## config.mk

```make
export PLATFORM = sky130hd
export DESIGN_NAME = console_io_regs
export DESIGN_NICKNAME = d
export VERILOG_FILES = /design/src/rtl/console_io_pkg.sv /design/src/rtl/cio_decode.sv /design/src/rtl/cio_kbd.sv /design/src/rtl/cio_dsp.sv /design/src/rtl/cio_mctl.sv /design/src/rtl/console_io_regs.sv
export SDC_FILE = /design/constraint.sdc
export NUM_CORES = 1
export LEC_CHECK = 0
export BUFFER_PORTS_ARGS = -buffer_cell sky130_fd_sc_hd__buf_2
export CAP_MARGIN = 25
export CORE_MARGIN = 3
export CORE_UTILIZATION = 42
export CTS_BUF_LIST = sky130_fd_sc_hd__clkbuf_16
export CTS_CLUSTER_SIZE = 10
export DETAILED_ROUTE_END_ITERATION = 6
export PLACE_DENSITY = 0.89
export SYNTH_ARGS = -nofsm -noshare
export SYNTH_HDL_FRONTEND = slang
export SYNTH_SLANG_ARGS = --single-unit
```

## constraint.sdc

```tcl
create_clock -name clk_i -period 1.6 [get_ports clk_i]
set_clock_uncertainty 0.1 [all_clocks]
set_input_delay 0 -clock clk_i [delete_from_list [all_inputs] [get_ports clk_i]]
set_output_delay 0 -clock clk_i [all_outputs]
set_load 0.005 [all_outputs]
```

## src/rtl/console_io_pkg.sv

```systemverilog
package console_io_pkg;
  // register offsets from the window base
  localparam int unsigned KSTAT_OFS = 'h000;
  localparam int unsigned KDATA_OFS = 'h002;
  localparam int unsigned DSTAT_OFS = 'h004;
  localparam int unsigned DDATA_OFS = 'h006;
  localparam int unsigned MCTL_OFS  = 'h1FE;

  typedef enum logic [2:0] {
    SEL_NONE,
    SEL_KSTAT,
    SEL_KDATA,
    SEL_DSTAT,
    SEL_DDATA,
    SEL_MCTL
  } reg_sel_e;
endpackage

```

## src/rtl/cio_decode.sv

```systemverilog
module cio_decode
  import console_io_pkg::*;
#(
  parameter int unsigned     ADDR_W   = 16,
  parameter logic [ADDR_W-1:0] WIN_BASE = 16'hFE00
) (
  input  logic [ADDR_W-1:0] addr_i,
  input  logic              rd_i,
  input  logic              wr_i,
  output logic              io_sel_o,
  output logic              in_win_o,
  output reg_sel_e          sel_o
);
  logic [ADDR_W-1:0] ofs;

  assign in_win_o = (addr_i >= WIN_BASE);
  assign io_sel_o = in_win_o && (rd_i || wr_i);
  assign ofs      = addr_i - WIN_BASE;

  always_comb begin
    sel_o = SEL_NONE;
    if (in_win_o) begin
      if      (ofs == ADDR_W'(KSTAT_OFS)) sel_o = SEL_KSTAT;
      else if (ofs == ADDR_W'(KDATA_OFS)) sel_o = SEL_KDATA;
      else if (ofs == ADDR_W'(DSTAT_OFS)) sel_o = SEL_DSTAT;
      else if (ofs == ADDR_W'(DDATA_OFS)) sel_o = SEL_DDATA;
      else if (ofs == ADDR_W'(MCTL_OFS))  sel_o = SEL_MCTL;
    end
  end
endmodule

```

## src/rtl/cio_kbd.sv

```systemverilog
module cio_kbd #(
  parameter int unsigned DATA_W = 16,
  parameter int unsigned CHAR_W = 8
) (
  input  logic              clk_i,
  input  logic              rst_ni,
  input  logic              strobe_i,
  input  logic [CHAR_W-1:0] char_i,
  input  logic              data_rd_i,
  input  logic              stat_wr_i,
  input  logic              ie_wdata_i,
  output logic [DATA_W-1:0] stat_o,
  output logic [DATA_W-1:0] data_o,
  output logic              ready_o,
  output logic              ie_o,
  output logic              irq_o
);
  localparam int unsigned FLAG_B = DATA_W - 1;
  localparam int unsigned IE_B   = DATA_W - 2;

  logic [CHAR_W-1:0] char_q;
  logic              ready_q, ie_q;

  always_ff @(posedge clk_i or negedge rst_ni) begin
    if (!rst_ni) begin
      char_q  <= '0;
      ready_q <= 1'b0;
      ie_q    <= 1'b0;
    end else begin
      // arrival outranks the clearing read
      if (strobe_i) begin
        char_q  <= char_i;
        ready_q <= 1'b1;
      end else if (data_rd_i) begin
        ready_q <= 1'b0;
      end
      if (stat_wr_i) ie_q <= ie_wdata_i;
    end
  end

  always_comb begin
    stat_o         = '0;
    stat_o[FLAG_B] = ready_q;
    stat_o[IE_B]   = ie_q;
    data_o         = '0;
    data_o[CHAR_W-1:0] = char_q;
  end

  assign ready_o = ready_q;
  assign ie_o    = ie_q;
  assign irq_o   = ready_q & ie_q;
endmodule

```

## src/rtl/cio_dsp.sv

```systemverilog
module cio_dsp #(
  parameter int unsigned DATA_W = 16,
  parameter int unsigned CHAR_W = 8
) (
  input  logic              clk_i,
  input  logic              rst_ni,
  input  logic              data_wr_i,
  input  logic [CHAR_W-1:0] char_wdata_i,
  input  logic              stat_wr_i,
  input  logic              ie_wdata_i,
  input  logic              ack_i,
  output logic [DATA_W-1:0] stat_o,
  output logic [DATA_W-1:0] data_o,
  output logic [CHAR_W-1:0] char_o,
  output logic              valid_o,
  output logic              done_o,
  output logic              irq_o
);
  localparam int unsigned FLAG_B = DATA_W - 1;
  localparam int unsigned IE_B   = DATA_W - 2;

  logic [CHAR_W-1:0] char_q;
  logic              done_q, ie_q;

  always_ff @(posedge clk_i or negedge rst_ni) begin
    if (!rst_ni) begin
      char_q <= '0;
      done_q <= 1'b1;
      ie_q   <= 1'b0;
    end else begin
      // a fresh byte outranks the device ack
      if (data_wr_i) begin
        char_q <= char_wdata_i;
        done_q <= 1'b0;
      end else if (ack_i && !done_q) begin
        done_q <= 1'b1;
      end
      if (stat_wr_i) ie_q <= ie_wdata_i;
    end
  end

  always_comb begin
    stat_o         = '0;
    stat_o[FLAG_B] = done_q;
    stat_o[IE_B]   = ie_q;
    data_o         = '0;
    data_o[CHAR_W-1:0] = char_q;
  end

  assign char_o  = char_q;
  assign valid_o = ~done_q;
  assign done_o  = done_q;
  assign irq_o   = done_q & ie_q;
endmodule

```

## src/rtl/cio_mctl.sv

```systemverilog
module cio_mctl #(
  parameter int unsigned DATA_W = 16
) (
  input  logic              clk_i,
  input  logic              rst_ni,
  input  logic              wr_i,
  input  logic              run_wdata_i,
  output logic [DATA_W-1:0] word_o,
  output logic              run_o
);
  logic run_q;

  always_ff @(posedge clk_i or negedge rst_ni) begin
    if (!rst_ni)   run_q <= 1'b1;
    else if (wr_i) run_q <= run_wdata_i;
  end

  always_comb begin
    word_o           = '0;
    word_o[DATA_W-1] = run_q;
  end

  assign run_o = run_q;
endmodule

```

## src/rtl/console_io_regs.sv

```systemverilog
module console_io_regs
  import console_io_pkg::*;
#(
  parameter int unsigned       ADDR_W   = 16,
  parameter int unsigned       DATA_W   = 16,
  parameter int unsigned       CHAR_W   = 8,
  parameter logic [ADDR_W-1:0] WIN_BASE = 16'hFE00
) (
  input  logic              clk_i,
  input  logic              rst_ni,
  input  logic [ADDR_W-1:0] addr_i,
  input  logic              rd_i,
  input  logic              wr_i,
  input  logic [DATA_W-1:0] wdata_i,
  output logic [DATA_W-1:0] rdata_o,
  output logic              io_sel_o,
  input  logic [CHAR_W-1:0] kbd_data_i,
  input  logic              kbd_strobe_i,
  output logic [CHAR_W-1:0] dsp_data_o,
  output logic              dsp_valid_o,
  input  logic              dsp_ack_i,
  output logic              kbd_irq_o,
  output logic              dsp_irq_o,
  output logic              run_o
);
  localparam int unsigned IE_B = DATA_W - 2;

  reg_sel_e          sel;
  logic              in_win;
  logic              kdata_rd, kstat_wr, dstat_wr, ddata_wr, mctl_wr;
  logic              kbd_ready, kbd_ie, dsp_done;
  logic [DATA_W-1:0] kstat_w, kdata_w, dstat_w, ddata_w, mctl_w;

  cio_decode #(.ADDR_W(ADDR_W), .WIN_BASE(WIN_BASE)) u_dec (
    .addr_i  (addr_i),
    .rd_i    (rd_i),
    .wr_i    (wr_i),
    .io_sel_o(io_sel_o),
    .in_win_o(in_win),
    .sel_o   (sel)
  );

  assign kdata_rd = rd_i && (sel == SEL_KDATA);
  assign kstat_wr = wr_i && (sel == SEL_KSTAT);
  assign dstat_wr = wr_i && (sel == SEL_DSTAT);
  assign ddata_wr = wr_i && (sel == SEL_DDATA);
  assign mctl_wr  = wr_i && (sel == SEL_MCTL);

  cio_kbd #(.DATA_W(DATA_W), .CHAR_W(CHAR_W)) u_kbd (
    .clk_i     (clk_i),
    .rst_ni    (rst_ni),
    .strobe_i  (kbd_strobe_i),
    .char_i    (kbd_data_i),
    .data_rd_i (kdata_rd),
    .stat_wr_i (kstat_wr),
    .ie_wdata_i(wdata_i[IE_B]),
    .stat_o    (kstat_w),
    .data_o    (kdata_w),
    .ready_o   (kbd_ready),
    .ie_o      (kbd_ie),
    .irq_o     (kbd_irq_o)
  );

  cio_dsp #(.DATA_W(DATA_W), .CHAR_W(CHAR_W)) u_dsp (
    .clk_i       (clk_i),
    .rst_ni      (rst_ni),
    .data_wr_i   (ddata_wr),
    .char_wdata_i(wdata_i[CHAR_W-1:0]),
    .stat_wr_i   (dstat_wr),
    .ie_wdata_i  (wdata_i[IE_B]),
    .ack_i       (dsp_ack_i),
    .stat_o      (dstat_w),
    .data_o      (ddata_w),
    .char_o      (dsp_data_o),
    .valid_o     (dsp_valid_o),
    .done_o      (dsp_done),
    .irq_o       (dsp_irq_o)
  );

  cio_mctl #(.DATA_W(DATA_W)) u_mctl (
    .clk_i      (clk_i),
    .rst_ni     (rst_ni),
    .wr_i       (mctl_wr),
    .run_wdata_i(wdata_i[DATA_W-1]),
    .word_o     (mctl_w),
    .run_o      (run_o)
  );

  always_comb begin
    rdata_o = '0;
    if (rd_i && in_win) begin
      unique case (sel)
        SEL_KSTAT: rdata_o = kstat_w;
        SEL_KDATA: rdata_o = kdata_w;
        SEL_DSTAT: rdata_o = dstat_w;
        SEL_DDATA: rdata_o = ddata_w;
        SEL_MCTL:  rdata_o = mctl_w;
        default:   rdata_o = '0;
      endcase
    end
  end
endmodule

```

Yosys cells after proc, flatten, opt, wreduce, memory -nomap -nowiden --
Cells that the tools add are included.
Storage, ports and cells: output and inout port bits 29, word-level logic and storage cells 46, input port bits 46, bits in registers 21
Operators by class: $lt $le $gt $ge 1, equality and inequality tests 9, $add $sub $neg 1, muxes and demuxes 12, bitwise operators 3, reductions and logical operators 13
Operators by type and width (number):
- one-hot mux 16 bit (5 select lines) | 1
- equality test 16 x 3 -> 1 bit (second input constant) | 2
- two-way mux 3 bit | 6
- equality test 16 x 2 -> 1 bit (second input constant) | 1
- equality test 16 x 9 -> 1 bit (second input constant) | 1
- greater-or-equal comparator 16 bit (second input constant) | 1
- logical NOT 16 bit | 1
- two-way mux 16 bit | 1
- subtractor 16 bit (second input constant) | 1
- logical AND 1 bit | 8
- equality test 3 x 2 -> 1 bit (second input constant) | 2
- equality test 3 bit (second input constant) | 2
- two-way mux 1 bit | 4
- nonzero test 2 bit | 2
- equality test 3 x 1 -> 1 bit (second input constant) | 1
- AND 1 bit | 2
- logical NOT 1 bit | 1
- logical OR 1 bit | 1
- inverter 1 bit | 1

Longest topological paths before layout --
Gate-level depths: netlist of the first run.
depth in word-level cells 12, depth in mapped cells 6, depth with buffers taken out 5

Cells and area by module --
Synthesis of the first run repeated with hierarchy kept, for this count alone.
Second synthesis, totals: cells, all modules 232, area, all modules 2303.5 um^2
By module, submodules not included:
- console_io_regs | times used 1, cells each 89, seq. area each 0.0 um^2, area each 750.7 um^2
- cio_dsp | times used 1, cells each 56, seq. area each 251.5 um^2, area each 658.1 um^2
- cio_kbd | times used 1, cells each 48, seq. area each 250.2 um^2, area each 595.6 um^2
- cio_mctl | times used 1, cells each 19, seq. area each 26.3 um^2, area each 165.2 um^2
- cio_decode | times used 1, cells each 20, seq. area each 0.0 um^2, area each 133.9 um^2

Worst setup path before layout of the first run --
Ideal clock, no wire load.
path kind input -> register, start in addr_i[9], end reg u_dsp.char_q[0] (netlist: u_dsp.char_o[0]), stages 6, setup time 0.125 ns, path buffers 1, path slack -0.066 ns, data required time 1.375 ns, arrival time 1.441 ns, cells stage by stage ha_1 > xor2_1 > nor4b_2 > and4_1 > buf_6 > mux2_2
On the way: cells in the longest elaborated chain, start to end 10, elaborated cells between the ends (all ways) 15, those cells by class 1 x add/sub; 1 x order compare; 5 x eq/ne; 6 x mux; 2 x reduce/logical
RTL lines:
- start, declared | line console_io_regs.sv:11 | input logic [ADDR_W-1:0] addr_i,
- subtractor 16 bit | line cio_decode.sv:18 | assign ofs = addr_i - WIN_BASE;
- equality test 16 x 9 -> 1 bit | line cio_decode.sv:27 | else if (ofs == ADDR_W'(MCTL_OFS)) sel_o = SEL_MCTL;
- two-way mux 3 bit | line cio_decode.sv:27
- two-way mux 3 bit | line cio_decode.sv:26 | else if (ofs == ADDR_W'(DDATA_OFS)) sel_o = SEL_DDATA;
- two-way mux 3 bit | line cio_decode.sv:25 | else if (ofs == ADDR_W'(DSTAT_OFS)) sel_o = SEL_DSTAT;
- two-way mux 3 bit | line cio_decode.sv:24 | else if (ofs == ADDR_W'(KDATA_OFS)) sel_o = SEL_KDATA;
- two-way mux 3 bit | line cio_decode.sv:23 | if (ofs == ADDR_W'(KSTAT_OFS)) sel_o = SEL_KSTAT;
- two-way mux 3 bit (*) | line cio_decode.sv:22 | if (in_win_o) begin
- equality test 3 bit (*) | line console_io_regs.sv:46 | assign ddata_wr = wr_i && (sel == SEL_DDATA);
- logical AND 1 bit (*) | line console_io_regs.sv:46
- end signal, assigned | line cio_dsp.sv:33 | char_q <= char_wdata_i;
- end, declared | line cio_dsp.sv:22 | logic [CHAR_W-1:0] char_q;
Mark *: on every way between the ends. The rest lies on a longest branch, timed or not. A chain may end at the register's enable or synchronous reset.

Final worst setup path of the first run --
start in addr_i[7], end out rdata_o[2]
On the way: cells in the longest elaborated chain, start to end 11, elaborated cells between the ends (all ways) 21, those cells by class 1 x add/sub; 1 x order compare; 9 x eq/ne; 8 x mux; 2 x reduce/logical
RTL lines:
- subtractor 16 bit | line cio_decode.sv:18
- equality test 16 x 9 -> 1 bit | line cio_decode.sv:27
- two-way mux 3 bit | line cio_decode.sv:27
- two-way mux 3 bit | line cio_decode.sv:26
- two-way mux 3 bit | line cio_decode.sv:25
- two-way mux 3 bit | line cio_decode.sv:24
- two-way mux 3 bit | line cio_decode.sv:23
- two-way mux 3 bit | line cio_decode.sv:22
- equality test 3 bit, or another cell as far along | line console_io_regs.sv:92 | unique case (sel)
- one-hot mux 16 bit (5 select lines) | line console_io_regs.sv:92
- two-way mux 16 bit (*) | line console_io_regs.sv:91 | if (rd_i && in_win) begin
- end, declared | line console_io_regs.sv:15 | output logic [DATA_W-1:0] rdata_o,
Marks and branches as above.

==> summary.txt, run 1 <==
grt total ovfl - 0
routability cong. - 0.899
vias - 1,171
num rows - 18
CTS sink cnt - 21
number of global-route vias before repair - 1,219
IR drop worst, VDD - 797 µV
CP Cell Sequence - buf_6 > or4_4 > nor3_4 > buf_6 > nand4_1 > buf_6 > nor2_2 > buf_2
Async SR Flop Fraction - 1.00
Place WS - -0.169 ns
Setup crit end kind - output port
Critical Path Max Stage Delay - 0.53 ns
crit path launch type - input port
Slew Limit Fails - 0
tightest hold margin - 0.0378 ns
Synth Flop Type - dfrtp_1
via/cell ratio - 5.20
PortBufs - 62
diode count - 0
sequential share of the synthesized area - 0.448
clock-pin slew on the worst setup and hold paths - 0.05 ns
Highest Signal Layer - met4
WL met2 - 1800 µm
Area Overhead vs Synth - 68.2%
wire length on met1 - 1340 µm
RSZ-0062 raised after global routing - true
Final Hold Fails - 0
fmax - 642 MHz
clock latency on the worst-skew pair - 0.25 ns
Crit Path Category - in -> out
Final Non-Filler Cells - 225
Syn Area/Cell - 11.3 µm²
GR Util All Layers - 0.199
synth warn - 0
initial DRC count - 28
H-Tree Level Count - 1
DPL Wire Length - 2320 µm
met3 wire length - 287 µm
Bufs on Longest Clock Path - 2
DR pass1 iterations - 2
fill cell total of the finished layout - 180
share of layout cells above drive strength 1 - 0.569
r2r setup slk - 0.70 ns
io pins - 75
Mapped Area - 1180 µm²
number of max-cap violations - 0
CP dominant cell by count - buf_6
routed wire length - 3490 µm
drt drc - 0
Final period util - 0.974
worst path arrival time - 1.46 ns
critical path required time - 1.50 ns
# nets final - 243
worst hold path type - in -> reg
core box area - 2570 µm²
minimum clock period - 1.56 ns
PwrDens - 643 nW/µm²
Detail Route Antenna Nets - 0
EDFF count, synth - 0
Critical path origin - addr_i[7]
worst reg2reg endpoint - u_dsp.char_o[2]
CTS root buf - clkbuf_16
final setup vio count - 0
launch point of the worst reg-to-reg path - u_dsp.char_o[2]
Inst Count DP - 199
Yosys reg bits - 21
die width - 59.0 µm
largest net degree at the start of global routing - 22
Vert. Die Dim - 59.0 µm
TritonCTS clock tree - yes
count of cell types in the netlist - 32
critical path peak fanout - 8
outcome - complete, no violations
Num CTS Buffers - 3
CP max stage cell - or4_4
synthesized netlist cell count - 104
routed len/inst - 15.5 µm
full die area - 3480 µm²
worst r2r path cells - 1
Final Util - 0.772
first-pass GRT wire length - 5300 µm
initial antenna violation count - 0
Initial Utilization - 0.459
P_leak - 0.993 nW
crit path to - rdata_o[2]
setup ws final - 0.0415 ns
-- layout make-up --
type,instances,area (µm²),area share
Inverter,1,3.75,0.00189
Timing Repair Buffer,91,613,0.309
Clock buffer,3,75.1,0.0379
Clock inverter,1,3.75,0.00189
Tap cell,30,37.5,0.0189
Multi-Input combinational cell,78,721,0.364
Sequential cell,21,528,0.266
-- Yosys cell counts, types with 2 or more instances --
library cell	count	share of area
mux2i_1	8	0.068
nand4_1	7	0.037
mux2_2	18	0.17
buf_4	6	0.038
nand2_1	2	0.0064
dfstp_2	2	0.045
nor2_1	14	0.045
dfrtp_1	19	0.40
and2_1	3	0.016
nand3_1	3	0.013
-- kinds of logic after synthesis --
logic type | Yosys count | share of synthesized area
muxes | 27 | 0.249
other | 1 | 0.00318
adders and majority gates | 1 | 0.0106
AOI/OAI and AO/OA | 5 | 0.0319
DFF | 21 | 0.448
buffers and inverters | 10 | 0.0573
and+or+nand+nor | 38 | 0.192
xor gates and xnor gates | 1 | 0.00743
-- power breakdown --
group          total, mW  internal (mW)  leakage (nW)  switching (mW)
Clock              0.509          0.332        0.0423           0.176
Sequential         0.563          0.552         0.263          0.0107
Combinational      0.202          0.115         0.688          0.0874
-- worst max-delay path, delay by kind of cell --
kind	cells	cell delay, ns
AND/OR/NAND/NOR	4	0.93
buffers and inverters	4	0.51
-- worst min-delay path by stage --
stage,depth (start not counted),slack (ns),to,from
3_3_place_gp,1,-0.13,u_kbd.char_q[7],rst_ni
4_1_cts,3,0.02,u_kbd.ready_o,addr_i[1]
2_1_floorplan,0,-0.40,u_dsp.char_o[0],rst_ni
5_1_grt,3,0.05,u_kbd.ready_o,addr_i[1]
6_report,3,0.04,u_kbd.ready_o,addr_i[1]
3_5_place_dp,1,-0.13,u_kbd.char_q[7],rst_ni
-- placed cells by master, fill, tap and decap left out, drive strengths merged --
master / netlist / layout
nand2: 2 / 2
or4: 1 / 1
ha: 1 / 1
conb: 1 / 6
nor3: 1 / 1
o21a: 1 / 1
xor2: 1 / 1
nor4b: 2 / 2
mux2: 19 / 19
nand3: 3 / 3
nor2: 14 / 14
dfstp: 2 / 2
and3b: 1 / 1
dlygate4sd3: 0 / 20
a21oi: 1 / 1
clkbuf: 1 / 3
and2: 3 / 3
o22a: 1 / 1
inv: 1 / 2
and4: 1 / 1
a22o: 1 / 1
a22oi: 1 / 1
nor2b: 1 / 1
buf: 8 / 71
dfrtp: 19 / 19
and3: 1 / 1
nand3b: 1 / 1
nand4: 7 / 7
mux2i: 8 / 8
-- per-stage QoR --
step           cell area (µm²)  setup TNS (ns)  power [mW]
6_report                  1980               0        1.27
5_1_grt                   1980         -0.0237        1.32
4_1_cts                   1870               0        1.26
3_5_place_dp              1590           -1.32       0.719
3_3_place_gp              1590          -0.924       0.710
2_1_floorplan             1240          -0.201       0.644
-- metal layers --
metal  vias up  global-route usage
li1        545                   -
met1       555               0.224
met2        61               0.366
met4         0              0.0809
met3        10              0.0370
met5         -                   0
-- flip-flops by register name, summed over array words and instances, names as in the netlist --
name           count
u_dsp.char_o       8
u_kbd.ready_o      1
u_dsp.ie_q         1
u_kbd.ie_o         1
u_dsp.done_o       1
u_kbd.char_q       8
u_mctl.run_o       1
-- timing repair --
action                     in CTS  in global routing
hold buffers                   20                  0
buffers inserted                0                  2
pin swaps                       0                 12
resized for setup               1                 22
hold endpoints to repair       41                  0
setup endpoints to repair       1                  8
Note: power is estimated with default switching activity, not from simulation.
==> inputs of run 2 (changes only) <==
--- a/config.mk
+++ b/config.mk
@@ -7,12 +7,13 @@
 export LEC_CHECK = 0
 export BUFFER_PORTS_ARGS = -buffer_cell sky130_fd_sc_hd__buf_2
 export CAP_MARGIN = 25
-export CORE_MARGIN = 3
+export CORE_MARGIN = 1.5
 export CORE_UTILIZATION = 42
 export CTS_BUF_LIST = sky130_fd_sc_hd__clkbuf_16
 export CTS_CLUSTER_SIZE = 10
 export DETAILED_ROUTE_END_ITERATION = 6
 export PLACE_DENSITY = 0.89
+export RECOVER_POWER = 100
 export SYNTH_ARGS = -nofsm -noshare
 export SYNTH_HDL_FRONTEND = slang
 export SYNTH_SLANG_ARGS = --single-unit
==> run 2 against run 1 <==
  * First-iteration DRC count down 14%
  * Die area down 9.9%
  * Critical path depth unchanged
  * Largest power group unchanged
==> summary.txt, run 2 (synthesized netlist as in run 1, its figures left out) <==
outcome - complete, no violations
Initial Utilization - 0.435 (-0.0242)
Area Overhead vs Synth - 66.6%
P_leak - 0.967 nW (-2.6%)
final setup vio count - 0 (unchanged)
largest net degree at the start of global routing - 22 (unchanged)
fmax - 641 MHz (about the same)
internal power - 999 µW (about the same)
DPL Wire Length - 2280 µm (-1.9%)
vias - 1,194 (+2.0%)
leading cell type in the layout, fill and taps excluded - buf_2
Final period util - 0.974 (about the same)
clock latency on the worst-skew pair - 0.25 ns (about the same)
PortBufs - 62 (unchanged)
Detail Route Antenna Nets - 0 (unchanged)
tightest hold margin - 0.0257 ns (-0.0121 ns)
io pins - 75 (unchanged)
IR drop worst, VDD - 694 µV (-13%)
Setup crit end kind - output port
PwrDens - 657 nW/µm² (+2.2%)
routability cong. - 0.823 (-8.5%)
Critical Path Max Stage Delay - 0.54 ns (about the same)
Clk pwr share - 0.404 (+0.005)
initial antenna violation count - 0 (unchanged)
DP Area - 1590 µm² (about the same)
TritonCTS clock tree - yes
Vert. Die Dim - 56.0 µm (-5.1%)
CP dominant cell by count - buf_6
worst hold path type - in -> reg
first-pass GRT wire length - 5200 µm (-2.0%)
CP Cell Sequence - buf_6 > or4_4 > nor3_4 > buf_6 > nand4_1 > buf_6 > nor2_2 > buf_2
setup ws final - 0.0410 ns (-0.000452 ns)
Post-Route Setup TNS - 0 ns (unchanged)
via/cell ratio - 5.26 (+1.1%)
grt total ovfl - 0 (unchanged)
Place WS - -0.125 ns (+0.0442 ns)
GR Util All Layers - 0.209 (+0.00967)
Final Util - 0.724 (-0.0476)
DR pass1 iterations - 4 (+2)
minimum clock period - 1.56 ns (+0.000452 ns)
crit path launch type - input port
H-Tree Level Count - 1 (unchanged)
Slew Limit Fails - 0 (unchanged)
Net Sw Power - 290 µW (+5.7%)
Logic pwr share - 0.158 (about the same)
full die area - 3130 µm² (-9.9%)
die width - 56.0 µm (-5.1%)
Bufs on Longest Clock Path - 2 (unchanged)
number of global-route vias before repair - 1,172 (-3.9%)
# nets final - 244 (+0.41%)
RSZ-0062 raised after global routing - true
number of max-cap violations - 0 (unchanged)
routed wire length - 3580 µm (+2.6%)
core box area - 2710 µm² (+5.6%)
highest-count cells in the layout ignoring fill and taps - buf_2 (54), dlygate4sd3_1 (20), dfrtp_1 (19)
routed len/inst - 15.8 µm (+1.7%)
Least-Margin Pin Slew - 1.10 ns
CTS root buf - clkbuf_16
critical path peak fanout - 8 (unchanged)
CP max stage cell - or4_4
worst path arrival time - 1.46 ns (about the same)
Slew headroom - 0.270
num rows - 19 (+1)
Net Sw Frac - 0.225 (+0.00964)
critical path required time - 1.50 ns (about the same)
CTS sink cnt - 21 (unchanged)
drt drc - 0 (unchanged)
Crit Path Category - in -> out
clock-pin slew on the worst setup and hold paths - 0.05 ns (about the same)
initial DRC count - 24 (-14%)
Final Hold Fails - 0 (unchanged)
diode count - 0 (unchanged)
share of layout cells above drive strength 1 - 0.520 (-0.0488)
Num CTS Buffers - 3 (unchanged)
post-route cell area - 1960 µm² (-0.95%)
sequential share of power - 0.438 (-0.004)
## run 2: changes by cell type in the layout (fill, tap and decap cells not counted), moves of 2 or more
cell and delta:
buf_2 -5, clkbuf_1 +5, dfstp_2 -2, dfstp_1 +2
## run 2: cell type report
cell class	count	area, µm²
clock inverters	1	3.75
clock buffers	3	75.1
fillers	209	747
repair buffers	92	618
flip-flops and latches	21	528
well taps	31	38.8
multi-input cells	78	696
inverters	1	3.75
## run 2: path summary, 6_finish.rpt
kind / start / endpoint / slack [ns] / cells past startpoint
worst max register to register: u_kbd.char_q[0] / u_kbd.char_q[0] / 0.68 / 1
max in group asynchronous: rst_ni / u_kbd.ie_o / 0.37 / 2
min in group asynchronous: rst_ni / u_kbd.char_q[0] / 0.37 / 2
worst max-delay path: addr_i[7] / rdata_o[4] / 0.04 / 8
worst min-delay path: addr_i[1] / u_kbd.ready_o / 0.03 / 3
worst min register to register: u_kbd.char_q[3] / u_kbd.char_q[3] / 0.42 / 1
## run 2: routing by layer
metal,vias to the layer above,GRT usage,share of wire
met1,578,0.247,0.36
li1,547,-,-
met2,61,0.375,0.55
met5,-,0,0
met4,0,0.0714,0.020
met3,8,0.0419,0.065
## run 2: stage by stage
stage,std cells,total power [mW]
4_1_cts,224,1.27
2_1_floorplan,109,0.644
5_1_grt,227,1.33
3_3_place_gp,200,0.709
3_5_place_dp,200,0.720
6_report,227,1.29
## run 2: power by group through the flow
stage,clock network [mW],logic [mW],registers (mW)
after global routing,0.549,0.219,0.566
after detailed placement,0,0.148,0.572
after global placement,0,0.139,0.570
final,0.521,0.203,0.565
after CTS,0.522,0.185,0.563
after floorplan,0,0.0763,0.568
## run 2: what timing repair did
| action | in CTS | in global routing |
|---|---|---|
| pin swaps | 0 | 11 |
| hold buffers | 20 | 0 |
| setup buffers | 0 | 3 |
| cloned | 0 | 0 |
| gates resized for setup | 1 | 18 |
| hold endpoints to repair | 41 | 0 |
| endpoints found under the setup margin | 1 | 8 |
## run 2: critical path: cells and delay by family
kind          cells  cell delay [ns]
buf+inv           4             0.51
simple gates      4             0.93
